--- config.mk ---
export PLATFORM = sky130hd
export DESIGN_NAME = dbus_data_arbiter
export DESIGN_NICKNAME = d
export VERILOG_FILES = /design/src/rtl/dba_pkg.sv /design/src/rtl/dba_type_decode.sv /design/src/rtl/dba_order_fifo.sv /design/src/rtl/dba_owner_track.sv /design/src/rtl/dba_grant_ctrl.sv /design/src/rtl/dbus_data_arbiter.sv
export SDC_FILE = /design/constraint.sdc
export NUM_CORES = 1
export LEC_CHECK = 0
export ABC_AREA = 1
export BUFFER_PORTS_ARGS = -buffer_cell sky130_fd_sc_hd__buf_4
export CORE_MARGIN = 1.5
export CORE_UTILIZATION = 31
export CTS_BUF_LIST = sky130_fd_sc_hd__clkbuf_2
export DETAILED_ROUTE_END_ITERATION = 6
export SYNTH_ARGS = -nofsm -noshare
export SYNTH_HDL_FRONTEND = slang
export SYNTH_HIERARCHICAL = 1
export SYNTH_SLANG_ARGS = --single-unit
--- constraint.sdc ---
create_clock -name clk -period 5.9 [get_ports clk]
set_input_delay 0.295 -clock clk [delete_from_list [all_inputs] [get_ports clk]]
set_output_delay 0.295 -clock clk [all_outputs]
set_load 0.01 [all_outputs]
--- src/rtl/dba_pkg.sv ---
package dba_pkg;
   localparam int TT_W     = 5;
   localparam int TT_CODES = 1 << TT_W;

   typedef enum logic {
      DEC_MASK = 1'b0,
      DEC_LIST = 1'b1
   } dec_mode_e;
endpackage

--- src/rtl/dba_type_decode.sv ---
module dba_type_decode #(
   parameter dba_pkg::dec_mode_e MODE = dba_pkg::DEC_MASK,
   parameter logic [dba_pkg::TT_CODES-1:0] ADDR_ONLY_MASK = 32'h0001_1111,
   parameter int LIST_N = 2,
   parameter logic [LIST_N*dba_pkg::TT_W-1:0] ADDR_ONLY_LIST = {5'd7, 5'd3}
) (
   input  logic [dba_pkg::TT_W-1:0] tt,
   output logic                     data_xfer
);
   localparam int W = dba_pkg::TT_W;

   if (LIST_N < 1) begin : g_bad_list
      $error("dba_type_decode: LIST_N must be at least 1");
   end

   if (MODE == dba_pkg::DEC_MASK) begin : g_mask
      // one mask bit per code, set = address-only
      assign data_xfer = ~ADDR_ONLY_MASK[tt];
   end else begin : g_list
      logic [LIST_N-1:0] hit;
      for (genvar k = 0; k < LIST_N; k++) begin : g_cmp
         assign hit[k] = (tt == ADDR_ONLY_LIST[k*W +: W]);
      end
      assign data_xfer = ~|hit;
   end
endmodule

--- src/rtl/dba_order_fifo.sv ---
module dba_order_fifo #(
   parameter int DEPTH = 4,
   parameter int ID_W  = 1
) (
   input  logic            clk,
   input  logic            rst_n,
   input  logic            push,
   input  logic [ID_W-1:0] push_id,
   input  logic            pop,
   output logic            empty,
   output logic [ID_W-1:0] head
);
   localparam int PTR_W = (DEPTH > 1) ? $clog2(DEPTH) : 1;
   localparam int CNT_W = $clog2(DEPTH + 1);

   if (DEPTH < 2) begin : g_bad_depth
      $error("dba_order_fifo: DEPTH must be at least 2");
   end

   logic [ID_W-1:0]  slot_q [DEPTH];
   logic [PTR_W-1:0] wr_q, rd_q;
   logic [CNT_W-1:0] cnt_q;
   logic             full, do_push, do_pop;

   function automatic logic [PTR_W-1:0] ptr_inc(input logic [PTR_W-1:0] p);
      return (p == PTR_W'(DEPTH - 1)) ? '0 : p + 1'b1;
   endfunction

   assign empty   = (cnt_q == '0);
   assign full    = (cnt_q == CNT_W'(DEPTH));
   assign do_pop  = pop && !empty;
   assign do_push = push && (!full || do_pop);
   assign head    = slot_q[rd_q];

   always_ff @(posedge clk or negedge rst_n) begin
      if (!rst_n) begin
         wr_q  <= '0;
         rd_q  <= '0;
         cnt_q <= '0;
      end else begin
         if (do_push) wr_q <= ptr_inc(wr_q);
         if (do_pop)  rd_q <= ptr_inc(rd_q);
         case ({do_push, do_pop})
            2'b10:   cnt_q <= cnt_q + 1'b1;
            2'b01:   cnt_q <= cnt_q - 1'b1;
            default: cnt_q <= cnt_q;
         endcase
      end
   end

   always_ff @(posedge clk) begin
      if (do_push) slot_q[wr_q] <= push_id;
   end

   // the order queue never loses a request
   p_no_overflow_r6: assert property (@(posedge clk) disable iff (!rst_n)
      push |-> (!full || pop));
   p_no_underflow_r6: assert property (@(posedge clk) disable iff (!rst_n)
      pop |-> !empty);
endmodule

--- src/rtl/dba_owner_track.sv ---
module dba_owner_track #(
   parameter int ID_W = 1
) (
   input  logic            clk,
   input  logic            rst_n,
   input  logic            start_any,
   input  logic [ID_W-1:0] start_id,
   output logic            owner_valid,
   output logic [ID_W-1:0] owner_id
);
   always_ff @(posedge clk or negedge rst_n) begin
      if (!rst_n) begin
         owner_valid <= 1'b0;
         owner_id    <= '0;
      end else if (start_any) begin
         owner_valid <= 1'b1;
         owner_id    <= start_id;
      end
   end

   // the park target follows the latest start of any type
   p_owner_follow_r8: assert property (@(posedge clk) disable iff (!rst_n)
      start_any |=> (owner_valid && owner_id == $past(start_id)));
endmodule

--- src/rtl/dba_grant_ctrl.sv ---
module dba_grant_ctrl #(
   parameter int N_MASTERS = 2,
   parameter int ID_W      = 1
) (
   input  logic                 clk,
   input  logic                 rst_n,
   input  logic                 park_en,
   input  logic                 bus_busy,
   input  logic                 tenure_done,
   input  logic                 q_valid,
   input  logic [ID_W-1:0]      q_head,
   input  logic                 park_valid,
   input  logic [ID_W-1:0]      park_id,
   output logic                 pop,
   output logic [N_MASTERS-1:0] grant
);
   logic                 active_q, active_d;
   logic [ID_W-1:0]      owner_q, owner_d;
   logic [N_MASTERS-1:0] grant_q, grant_d;

   always_comb begin
      active_d = active_q;
      owner_d  = owner_q;
      pop      = 1'b0;
      if (!active_q || tenure_done) begin
         active_d = 1'b0;
         if (q_valid && !bus_busy) begin
            active_d = 1'b1;
            owner_d  = q_head;
            pop      = 1'b1;
         end
      end
      grant_d = '0;
      for (int i = 0; i < N_MASTERS; i++) begin
         if (active_d) begin
            grant_d[i] = (owner_d == ID_W'(i));
         end else if (park_en && !bus_busy && park_valid) begin
            grant_d[i] = (park_id == ID_W'(i));
         end
      end
   end

   always_ff @(posedge clk or negedge rst_n) begin
      if (!rst_n) begin
         active_q <= 1'b0;
         owner_q  <= '0;
         grant_q  <= '0;
      end else begin
         active_q <= active_d;
         owner_q  <= owner_d;
         grant_q  <= grant_d;
      end
   end

   assign grant = grant_q;

   p_onehot_r4: assert property (@(posedge clk) disable iff (!rst_n)
      $onehot0(grant_q));
   p_hold_r5: assert property (@(posedge clk) disable iff (!rst_n)
      (active_q && !tenure_done) |=> $stable(grant_q));
   p_busy_r7: assert property (@(posedge clk) disable iff (!rst_n)
      (bus_busy && !active_q) |=> (grant_q == '0));
   p_idle_r9: assert property (@(posedge clk) disable iff (!rst_n)
      (!park_en && !active_q && !q_valid) |=> (grant_q == '0));
   p_handover_r11: assert property (@(posedge clk) disable iff (!rst_n)
      (active_q && tenure_done && q_valid && !bus_busy) |=> (grant_q != '0));
endmodule

--- src/rtl/dbus_data_arbiter.sv ---
module dbus_data_arbiter #(
   parameter int N_MASTERS = 2,
   parameter int Q_DEPTH   = 4,
   parameter dba_pkg::dec_mode_e DECODE_MODE = dba_pkg::DEC_MASK,
   parameter logic [dba_pkg::TT_CODES-1:0] ADDR_ONLY_MASK = 32'h0001_1111,
   parameter int LIST_N = 2,
   parameter logic [LIST_N*dba_pkg::TT_W-1:0] ADDR_ONLY_LIST = {5'd7, 5'd3}
) (
   input  logic                     clk,
   input  logic                     rst_n,
   input  logic                     park_en,
   input  logic [N_MASTERS-1:0]     addr_start,
   input  logic [dba_pkg::TT_W-1:0] xfer_type,
   input  logic                     bus_busy,
   input  logic                     tenure_done,
   output logic [N_MASTERS-1:0]     dbus_grant
);
   localparam int ID_W = (N_MASTERS > 1) ? $clog2(N_MASTERS) : 1;

   if (N_MASTERS < 2) begin : g_bad_masters
      $error("dbus_data_arbiter: N_MASTERS must be at least 2");
   end

   logic            start_any, data_xfer, data_req, pop, q_empty;
   logic [ID_W-1:0] start_id, q_head, park_id;
   logic            park_valid;

   always_comb begin
      start_id = '0;
      for (int i = 0; i < N_MASTERS; i++) begin
         if (addr_start[i]) start_id = ID_W'(i);
      end
   end

   assign start_any = |addr_start;
   assign data_req  = start_any && data_xfer;

   dba_type_decode #(
      .MODE(DECODE_MODE), .ADDR_ONLY_MASK(ADDR_ONLY_MASK),
      .LIST_N(LIST_N), .ADDR_ONLY_LIST(ADDR_ONLY_LIST)
   ) u_dec (
      .tt(xfer_type), .data_xfer(data_xfer)
   );

   dba_order_fifo #(.DEPTH(Q_DEPTH), .ID_W(ID_W)) u_fifo (
      .clk(clk), .rst_n(rst_n), .push(data_req), .push_id(start_id),
      .pop(pop), .empty(q_empty), .head(q_head)
   );

   dba_owner_track #(.ID_W(ID_W)) u_owner (
      .clk(clk), .rst_n(rst_n), .start_any(start_any), .start_id(start_id),
      .owner_valid(park_valid), .owner_id(park_id)
   );

   dba_grant_ctrl #(.N_MASTERS(N_MASTERS), .ID_W(ID_W)) u_grant (
      .clk(clk), .rst_n(rst_n), .park_en(park_en), .bus_busy(bus_busy),
      .tenure_done(tenure_done), .q_valid(!q_empty), .q_head(q_head),
      .park_valid(park_valid), .park_id(park_id), .pop(pop),
      .grant(dbus_grant)
   );

   // the shared address bus carries one start at a time
   p_one_start_r8: assert property (@(posedge clk) disable iff (!rst_n)
      $onehot0(addr_start));
endmodule

==> results of run 1 <==
## registers in the layout (all words and copies together), names as in the netlist
register / cells
u_fifo/cnt_q: 3
u_fifo/rd_q: 2
u_fifo/slot_q: 4
u_fifo/wr_q: 2
u_grant/active_q: 1
u_grant/grant: 2
u_grant/owner_q: 1
u_owner/owner_id: 1
u_owner/owner_valid: 1
## kinds of logic after synthesis
group	synth area share
fa+ha+maj	0.0856
xor+xnor	0.00908
flops	0.462
buf+inv	0.105
compound gates	0.0662
simple gates	0.272
## worst max-delay path: stages (launching register included)
cell,delay (ns)
dfrtp_1,0.43
nor2_2,0.08
nand2_2,0.08
inv_1,0.04
inv_1,0.06
inv_1,0.05
nor2_2,0.11
nand2_1,0.11
inv_1,0.18
nand3_1,0.19
fa_1,0.44
inv_1,0.10
nand4_1,0.09
nand3_1,0.09
nand2_1,0.05
inv_1,0.04
## cell usage in the layout (no fill, tap or decap), drive strengths merged, types with 2 or more instances in the layout
master / instances
a21oi: 2
o21ai: 6
ha: 5
nand3: 10
nand2: 31
dfrtp: 13
nor2: 12
inv: 27
buf: 13
clkbuf: 4
edfxtp: 4
nand4: 2
## layer usage
| layer | global-route usage | vias up | routed length [µm] |
|---|---|---|---|
| met5 | 0 | - | 0 |
| met4 | 0.0195 | 0 | 0 |
| met3 | 0.0418 | 0 | 82 |
| met2 | 0.179 | 16 | 832 |
| met1 | 0.135 | 346 | 762 |
| li1 | - | 390 | - |
## per-stage QoR
stage / area, µm² / total power, W / util / hold slack [ns]
4_1_cts: 1130 / 0.000473 / 0.378 / 0.219
6_report: 1130 / 0.000467 / 0.378 / 0.236
3_3_place_gp: 1100 / 0.000408 / 0.368 / 0.153
5_1_grt: 1130 / 0.000516 / 0.378 / 0.200
2_1_floorplan: 965 / 0.000361 / - / -0.000591
3_5_place_dp: 1100 / 0.000417 / 0.368 / 0.154
## worst paths after layout
kind / endpoint / startpoint
max: u_fifo/cnt_q[2] / u_fifo/cnt_q[0]
min: u_fifo/slot_q[3] / addr_start[1]
max reg2reg: u_fifo/cnt_q[2] / u_fifo/cnt_q[0]
min reg2reg: u_owner/owner_valid / u_owner/owner_valid
max in group asynchronous: u_fifo/wr_q[0] / rst_n
min in group asynchronous: u_fifo/cnt_q[0] / rst_n
## power breakdown
group	internal (W)	leakage, nW	total [W]	switching (W)
clock	0.0000180	0.0166	0.0000519	0.0000340
sequential	0.000165	0.190	0.000196	0.0000302
combinational	0.0000859	0.412	0.000219	0.000133
## layout make-up
cell class | count | area, µm²
flip-flops and latches | 17 | 445
fillers | 314 | 1870
multi-input cells | 72 | 418
repair buffers | 14 | 108
inverters | 27 | 101
clock buffers | 4 | 20.0
well taps | 33 | 41.3
==> flow_metrics.py, run 1 <==
metrics = {
    "routing": {
        "drcViolationCount": 0,
        "drt_iter0_markers": 12,
        "postRouteAntennaNets": 0,
        "wl_per_cell_um": 10.0,
        "via_count": 752,
        "viasPerCell": 4.50,
        "wl_um": 1680,
        "first_pass_iters": 4,
    },
    "synthesis": {
        "ys_seq_area_frac": 0.462,
        "synth_most_common_cell": "inv_1",
        "ys_warn_count": 6,
        "ys.flop_type": "dfrtp_1",
        "synth-seq-cells": 17,
        "async_flop_share": 0.765,
        "syn-mean-instance-area_um2": 8.32,
        "synth_edf_count": 4,
        "syn_inst": 116,
        "synth_common_cells": "inv_1, nand2_1, dfrtp_1, nand3_1, nor2_1",
        "yosysUniqueCellTypes": 22,
        "synth_area_leader_cell": "dfrtp_1",
        "netlist_area_um2": 965,
        "synth_top_area_share": 0.337,
        "synth_nets": 134,
        "synthTopCellsByArea": "dfrtp_1, edfxtp_1, inv_1, nand2_1, ha_1",
    },
    "cells_and_area": {
        "antenna_cells": 0,
        "final_cell_count_no_fill": 167,
        "final_nets": 153,
        "area_growth_pct": 17.5,
        "layout-drive-gt1-share": 0.224,
    },
    "place": {
        "dpl_worst_slack_ns": 3.74,
        "io_buffers": 13,
        "gp_congestion": 0.831,
        "dp_hpwl_um": 1330,
        "post-place-cells": 162,
    },
    "power_and_ir_drop": {
        "p_leak_nw": 0.618,
        "powerDensity_mw_per_mm2": 412,
        "peakVddDrop_mv": 0.173,
    },
    "setup_path": {
        "end_kind": "flop",
        "start_kind": "flop",
        "reg2reg_depth": 15,
        "path_max_fanout": 4,
        "required_ns": 6.14,
        "crit_type": "flop to flop",
        "reg2reg_slack_ns": 3.71,
        "cp.arrival_ns": 2.43,
    },
    "timing": {
        "tightest_slew_ns": 0.389,
        "rsz0062_at_grt": "false",
        "slew_headroom": 0.739,
        "fin_ws_ns": 3.71,
        "fmax_mhz": 456,
        "setup_viol": 0,
        "timing.setup.tns_ns": 0,
        "period_share": 0.372,
        "hold_viol": 0,
        "fin_crit_ns": 2.19,
        "finClkSkew_ns": 0.00616,
        "finalMaxSlewViolations": 0,
    },
    "min_path": {
        "min_path_type": "primary input to flop",
        "hold_depth": 1,
    },
    "die": {
        "die_width_um": 58.8,
        "die_area_mm2": 0.00346,
        "core_area_mm2": 0.00300,
        "num_rows": 20,
        "ios": 14,
        "initial_utilization": 0.321,
        "die_h_um": 58.8,
    },
    "clock_network": {
        "root_buffer": "clkbuf_2",
        "post_cts_buffers": 0,
        "path_clk_slew_ns": 0.15,
        "cts_max_level": 1,
        "cts_repair_resize_count": 0,
        "cts_buffers": 3,
        "clock_latency_ns": 0.28,
        "clockBufferDepth": 2,
        "cts_hold_buf": 1,
        "cts_num_sinks": 17,
        "cts_tree": "yes",
    },
    "global_routing": {
        "grt_usage": 0.108,
        "overflow": 0,
        "grt_max_degree": 14,
        "grt_pass1_wl_um": 2850,
        "antenna_found_initial": 0,
        "grt_pass1_vias": 677,
    },
    "job": {
        "maxCapViolCount": 0,
    },
    "run_status": {
        "status": "finished clean",
    },
}
Power figures use the tool's default switching activity.
==> run 2, diff against run 1 <==
clock period = 2.2 ns   (was 5.9 ns; I/O delays follow)
==> run 2 against run 1 <==
Hold slack worse by 0.14 ns. Final cell count rose by 1.8%. Core utilization grew 1.1 points. Final area increased by 2.9%. Fmax grew 9.7%. Worst setup slack lost 3.5 ns. Via count increased by 3.1%. Critical path depth down 2. Global-route usage increased by 0.82 points. Wire length is 8.8% higher. Combinational power grew to 2.9 times the previous value. Sequential power rose to 2.7 times the previous value. Critical endpoint is now u_fifo/cnt_q[1]. Highest routed layer is now met4.
==> flow_metrics.py, run 2 (synthesis results as in run 1) <==
metrics = {
    "cells_and_area": {
        "reg_top3": "u_fifo/slot_q: 4 flops, u_fifo/cnt_q: 3 flops",
        "stdcell_area_mm2": 0.00117,
        "final_cell_count_no_fill": 170,
        "regMostFlops": "u_fifo/slot_q",
        "antenna_cells": 0,
        "final_cell_mix": "inv_1, nand2_1, buf_4, dfrtp_1, nor2_1",
        "layout-drive-gt1-share": 0.255,
        "fill_cells": 304,
        "largest_reg_flops": 4,
        "register_area_um2": 445,
        "final_nets": 156,
        "multi_input_area_um2": 425,
        "area_growth_pct": 20.9,
    },
    "run_status": {
        "status": "finished clean",
    },
    "timing": {
        "slew_headroom": 0.727,
        "setup_viol": 0,
        "tightest_slew_ns": 0.408,
        "finalMaxSlewViolations": 0,
        "fin_crit_ns": 2.00,
        "hold_viol": 0,
        "hold_slack_ns": 0.0911,
        "fmax_mhz": 500,
        "rsz0062_at_grt": "false",
        "period_share": 0.909,
        "finClkSkew_ns": 0.00195,
        "timing.setup.tns_ns": 0,
    },
    "clock_network": {
        "clockBufferDepth": 2,
        "root_buffer": "clkbuf_2",
        "cts_tree": "yes",
        "clock_latency_ns": 0.28,
        "cts_buffers": 3,
        "cts_num_sinks": 17,
        "path_clk_slew_ns": 0.15,
        "cts_max_level": 1,
    },
    "routing": {
        "viasPerCell": 4.56,
        "drt_iter0_markers": 17,
        "first_pass_iters": 4,
        "wl_per_cell_um": 10.7,
        "via_count": 775,
        "postRouteAntennaNets": 0,
        "drcViolationCount": 0,
        "wl_um": 1820,
    },
    "global_routing": {
        "grt_usage": 0.116,
        "grt_pass1_wl_um": 3060,
        "antenna_found_initial": 0,
        "overflow": 0,
        "top_usage_layer": "met2",
        "met1_usage": 0.134,
        "grt_max_degree": 14,
        "use_met2": 0.205,
        "grt_pass1_vias": 741,
        "grt.met3_usage": 0.0462,
    },
    "die": {
        "die_width_um": 58.8,
        "ios": 14,
        "num_rows": 20,
        "core_area_mm2": 0.00300,
        "die_area_mm2": 0.00346,
        "initial_utilization": 0.321,
        "die_h_um": 58.8,
    },
    "setup_path": {
        "reg2reg_depth": 13,
        "reg2reg_slack_ns": 0.20,
        "crit_type": "flop to flop",
        "end_kind": "flop",
        "cp.buffers_inverters": 6,
        "crit_family": "adder cells",
        "cp.arrival_ns": 2.19,
        "slowest_stage": "fa_2",
        "cpPeakStageDelay_ns": 0.54,
        "required_ns": 2.39,
        "cp_num_cells": 13,
        "start_kind": "flop",
        "crit_chain": "inv_1 > nand2_2 > inv_1 > inv_1 > inv_1 > nor2_2 > nand2_1 > inv_2 > nand3_2 > fa_2 > inv_1 > nand2_1 > o21ai_0",
        "crit_top_cell": "inv_1",
        "r2r-start": "u_fifo/cnt_q[2]",
        "endpoint": "u_fifo/cnt_q[1]",
        "path_max_fanout": 4,
        "crit_start": "u_fifo/cnt_q[2]",
        "reg2reg_to": "u_fifo/cnt_q[1]",
    },
    "power_and_ir_drop": {
        "p_leak_nw": 0.631,
        "peakVddDrop_mv": 0.502,
        "powerDensity_mw_per_mm2": 1110,
    },
    "min_path": {
        "min_path_type": "primary input to flop",
        "hold_depth": 4,
    },
    "place": {
        "place_area_mm2": 0.00110,
        "dp_hpwl_um": 1350,
        "gp_congestion": 0.773,
        "post-place-cells": 162,
        "io_buffers": 13,
    },
    "job": {
        "maxCapViolCount": 0,
    },
}
[run 2: how the worst min path moves through the flow]
stage / endpoint / from / slack [ns]
final: u_grant/grant[0] / bus_busy / 0.09
after global routing: u_grant/grant[0] / bus_busy / 0.06
after CTS: u_fifo/slot_q[0] / addr_start[1] / 0.02
after detailed placement: u_grant/active_q / rst_n / -0.03
after global placement: u_fifo/cnt_q[1] / rst_n / -0.03
after floorplan: u_fifo/cnt_q[0] / rst_n / -0.19
[run 2: tightest hold or removal path, stage by stage]
cell and delay (ns):
buf_4 0.10, nor2_1 0.05, nand2_1 0.06, nand2_1 0.04
[run 2: per-stage QoR]
step	setup WS (ns)	utilization	power [W]
after floorplan	0.268	-	0.000968
after global placement	0.149	0.368	0.00110
after detailed placement	0.0576	0.368	0.00113
after CTS	0.0201	0.378	0.00129
after global routing	0.0241	0.388	0.00144
final	0.201	0.388	0.00129
[run 2: timing repair]
item                                   CTS  global route
hold buffers                             1             1
setup endpoints to repair                0             2
gates resized for setup                  0             3
setup buffers                            0             2
endpoints found under the hold margin   13             4
[run 2: cell type report]
type	count	share of cell area
flip-flops and latches	17	0.382
multi-input cells	72	0.365
repair buffers	17	0.114
inverters	27	0.0869
well taps	33	0.0354
clock buffers	4	0.0172
[run 2: where the power goes]
part           switching (W)  internal (W)
clock network      0.0000929     0.0000482
registers          0.0000803      0.000444
logic               0.000378      0.000250
total               0.000551      0.000742
[run 2: layer usage]
layer  vias to the layer above  wire length [µm]  part of all wire
met2                        25               897              0.49
met1                       350               824              0.45
li1                        396                 -                 -
met4                         0                21             0.012
met5                         -                 0                 0
met3                         4                81             0.044
==> run 3, diff against run 2 <==
clock period = 2 ns   (was 2.2 ns; I/O delays follow)
==> run 3 against run 2 <==
Non-clock buffer count up 6. Sequential cell count stayed put. Global-route usage grew 0.28 points. Sequential power increased by 11%. Critical endpoint unchanged. Core utilization grew 2.1 points.
==> flow_metrics.py, run 3 (synthesis results as in run 1) <==
metrics = {
    "cells_and_area": {
        "fill_cells": 316,
        "reg_top3": "u_fifo/slot_q: 4 flops, u_fifo/cnt_q: 3 flops",
        "final_nets": 162,
        "antenna_cells": 0,
        "largest_reg_flops": 4,
        "final_cell_mix": "nand2_1, buf_4, inv_1, dfrtp_1, nor2_1",
        "layout-drive-gt1-share": 0.336,
        "regMostFlops": "u_fifo/slot_q",
        "area_growth_pct": 27.4,
        "final_util": 0.409,
        "stdcell_area_mm2": 0.00123,
        "final_common_cell": "nand2_1",
    },
    "clock_network": {
        "cts_buffers": 3,
        "clockBufferDepth": 2,
        "cts_tree": "yes",
        "cts_num_sinks": 17,
        "cts_max_level": 1,
        "path_clk_slew_ns": 0.16,
        "root_buffer": "clkbuf_2",
        "clock_latency_ns": 0.28,
    },
    "power_and_ir_drop": {
        "combPwrFrac": 0.520,
        "peakVddDrop_mv": 0.478,
        "p_leak_nw": 0.656,
        "powerDensity_mw_per_mm2": 1250,
        "p_clk_frac": 0.101,
        "pwr-share-seq": 0.379,
        "power_switching_w": 0.000648,
        "p_sw_frac": 0.421,
        "p_int_w": 0.000892,
    },
    "die": {
        "initial_utilization": 0.321,
        "die_width_um": 58.8,
        "die_h_um": 58.8,
        "ios": 14,
        "die_area_mm2": 0.00346,
        "num_rows": 20,
        "core_area_mm2": 0.00300,
    },
    "global_routing": {
        "grt_pass1_wl_um": 3170,
        "grt_pass1_vias": 758,
        "grt_max_degree": 14,
        "antenna_found_initial": 0,
        "overflow": 0,
        "grt_usage": 0.119,
    },
    "place": {
        "dp_hpwl_um": 1350,
        "gp_congestion": 0.789,
        "place_area_mm2": 0.00112,
        "io_buffers": 13,
    },
    "timing": {
        "tightest_slew_ns": 0.407,
        "fmax_mhz": 531,
        "slew_headroom": 0.728,
        "hold_viol": 0,
        "timing.setup.tns_ns": 0,
        "fin_crit_ns": 1.88,
        "finClkSkew_ns": 0.00199,
        "period_share": 0.941,
        "finalMaxSlewViolations": 0,
        "setup_viol": 0,
    },
    "min_path": {
        "min_path_type": "primary input to flop",
        "hold_depth": 1,
    },
    "setup_path": {
        "path_max_fanout": 3,
        "start_kind": "flop",
        "reg2reg_depth": 13,
        "cp.arrival_ns": 2.07,
        "crit_type": "flop to flop",
        "end_kind": "flop",
        "required_ns": 2.19,
        "reg2reg_slack_ns": 0.12,
    },
    "run_status": {
        "status": "finished clean",
    },
    "routing": {
        "drt_iter0_markers": 22,
        "postRouteAntennaNets": 0,
        "viasPerCell": 4.43,
        "drcViolationCount": 0,
        "first_pass_iters": 4,
        "wl_per_cell_um": 10.4,
        "via_count": 780,
        "wl_um": 1820,
    },
    "job": {
        "maxCapViolCount": 0,
    },
}
run 3: changes by cell type in the layout (fill, tap and decap cells not counted):
cell / before / now
nand2_1: 25 / 24
inv_1: 25 / 20
nor2_4: 0 / 2
buf_4: 15 / 22
nand3_4: 0 / 1
nand3_2: 2 / 1
dlygate4sd3_1: 2 / 1
inv_2: 2 / 7
nor2_2: 3 / 1
nand2_2: 5 / 6
run 3: through the flow:
step	hold WS, ns	std cells	worst slack [ns]	power, W
4_1_cts	0.0201	170	0.00209	0.00143
5_1_grt	0.0113	176	-0.0164	0.00169
2_1_floorplan	-0.196	116	0.0677	0.00106
6_report	0.0331	176	0.117	0.00154
3_5_place_dp	-0.0383	164	0.0471	0.00125
3_3_place_gp	-0.0404	164	0.0923	0.00122
run 3: path summary, 6_finish.rpt:
kind                                startpoint                  end
min in group asynchronous                rst_n      u_fifo/cnt_q[2]
setup reg to reg               u_fifo/cnt_q[1]      u_fifo/cnt_q[1]
hold reg to reg            u_owner/owner_valid  u_owner/owner_valid
max in group asynchronous                rst_n     u_grant/grant[0]
hold / removal                   addr_start[1]     u_fifo/slot_q[3]
setup / recovery               u_fifo/cnt_q[1]      u_fifo/cnt_q[1]
run 3: critical path, stage by stage, from the launching register on:
cell	delay, ns
dfrtp_1	0.43
nor2_4	0.06
nand2_2	0.09
inv_2	0.04
inv_2	0.05
inv_2	0.04
nor2_4	0.12
nand2_2	0.08
inv_2	0.08
nand3_4	0.07
fa_2	0.55
inv_1	0.04
nand2_1	0.06
o21ai_0	0.07
run 3: area by class of cell:
type / count / area, µm² / share of cell area
Sequential cell: 17 / 445 / 0.363
Multi-Input combinational cell: 72 / 445 / 0.363
Timing Repair Buffer: 23 / 175 / 0.143
Inverter: 27 / 101 / 0.0825
Tap cell: 33 / 41.3 / 0.0336
Clock buffer: 4 / 20.0 / 0.0163
run 3: layer usage:
layer / global-route usage / wire (µm) / vias up
met3: 0.0396 / 79 / 0
met1: 0.150 / 806 / 352
met2: 0.211 / 937 / 16
met5: 0 / 0 / -
li1: - / - / 412
met4: 0 / 0 / 0
run 3: repair_timing:
item	4_1_cts	5_1_grt
pin swaps	0	9
hold buffers	1	0
endpoints found under the hold margin	13	0
resized for setup	0	12
buffers inserted	1	6
endpoints found under the setup margin	1	2
run 3: power groups by stage:
stage	clock, W	sequential [W]	combinational, W
finish	0.000156	0.000583	0.000800
global route	0.000176	0.000597	0.000917
CTS	0.000165	0.000576	0.000689
detailed placement	0	0.000585	0.000668
global placement	0	0.000581	0.000637
floorplan	0	0.000578	0.000486
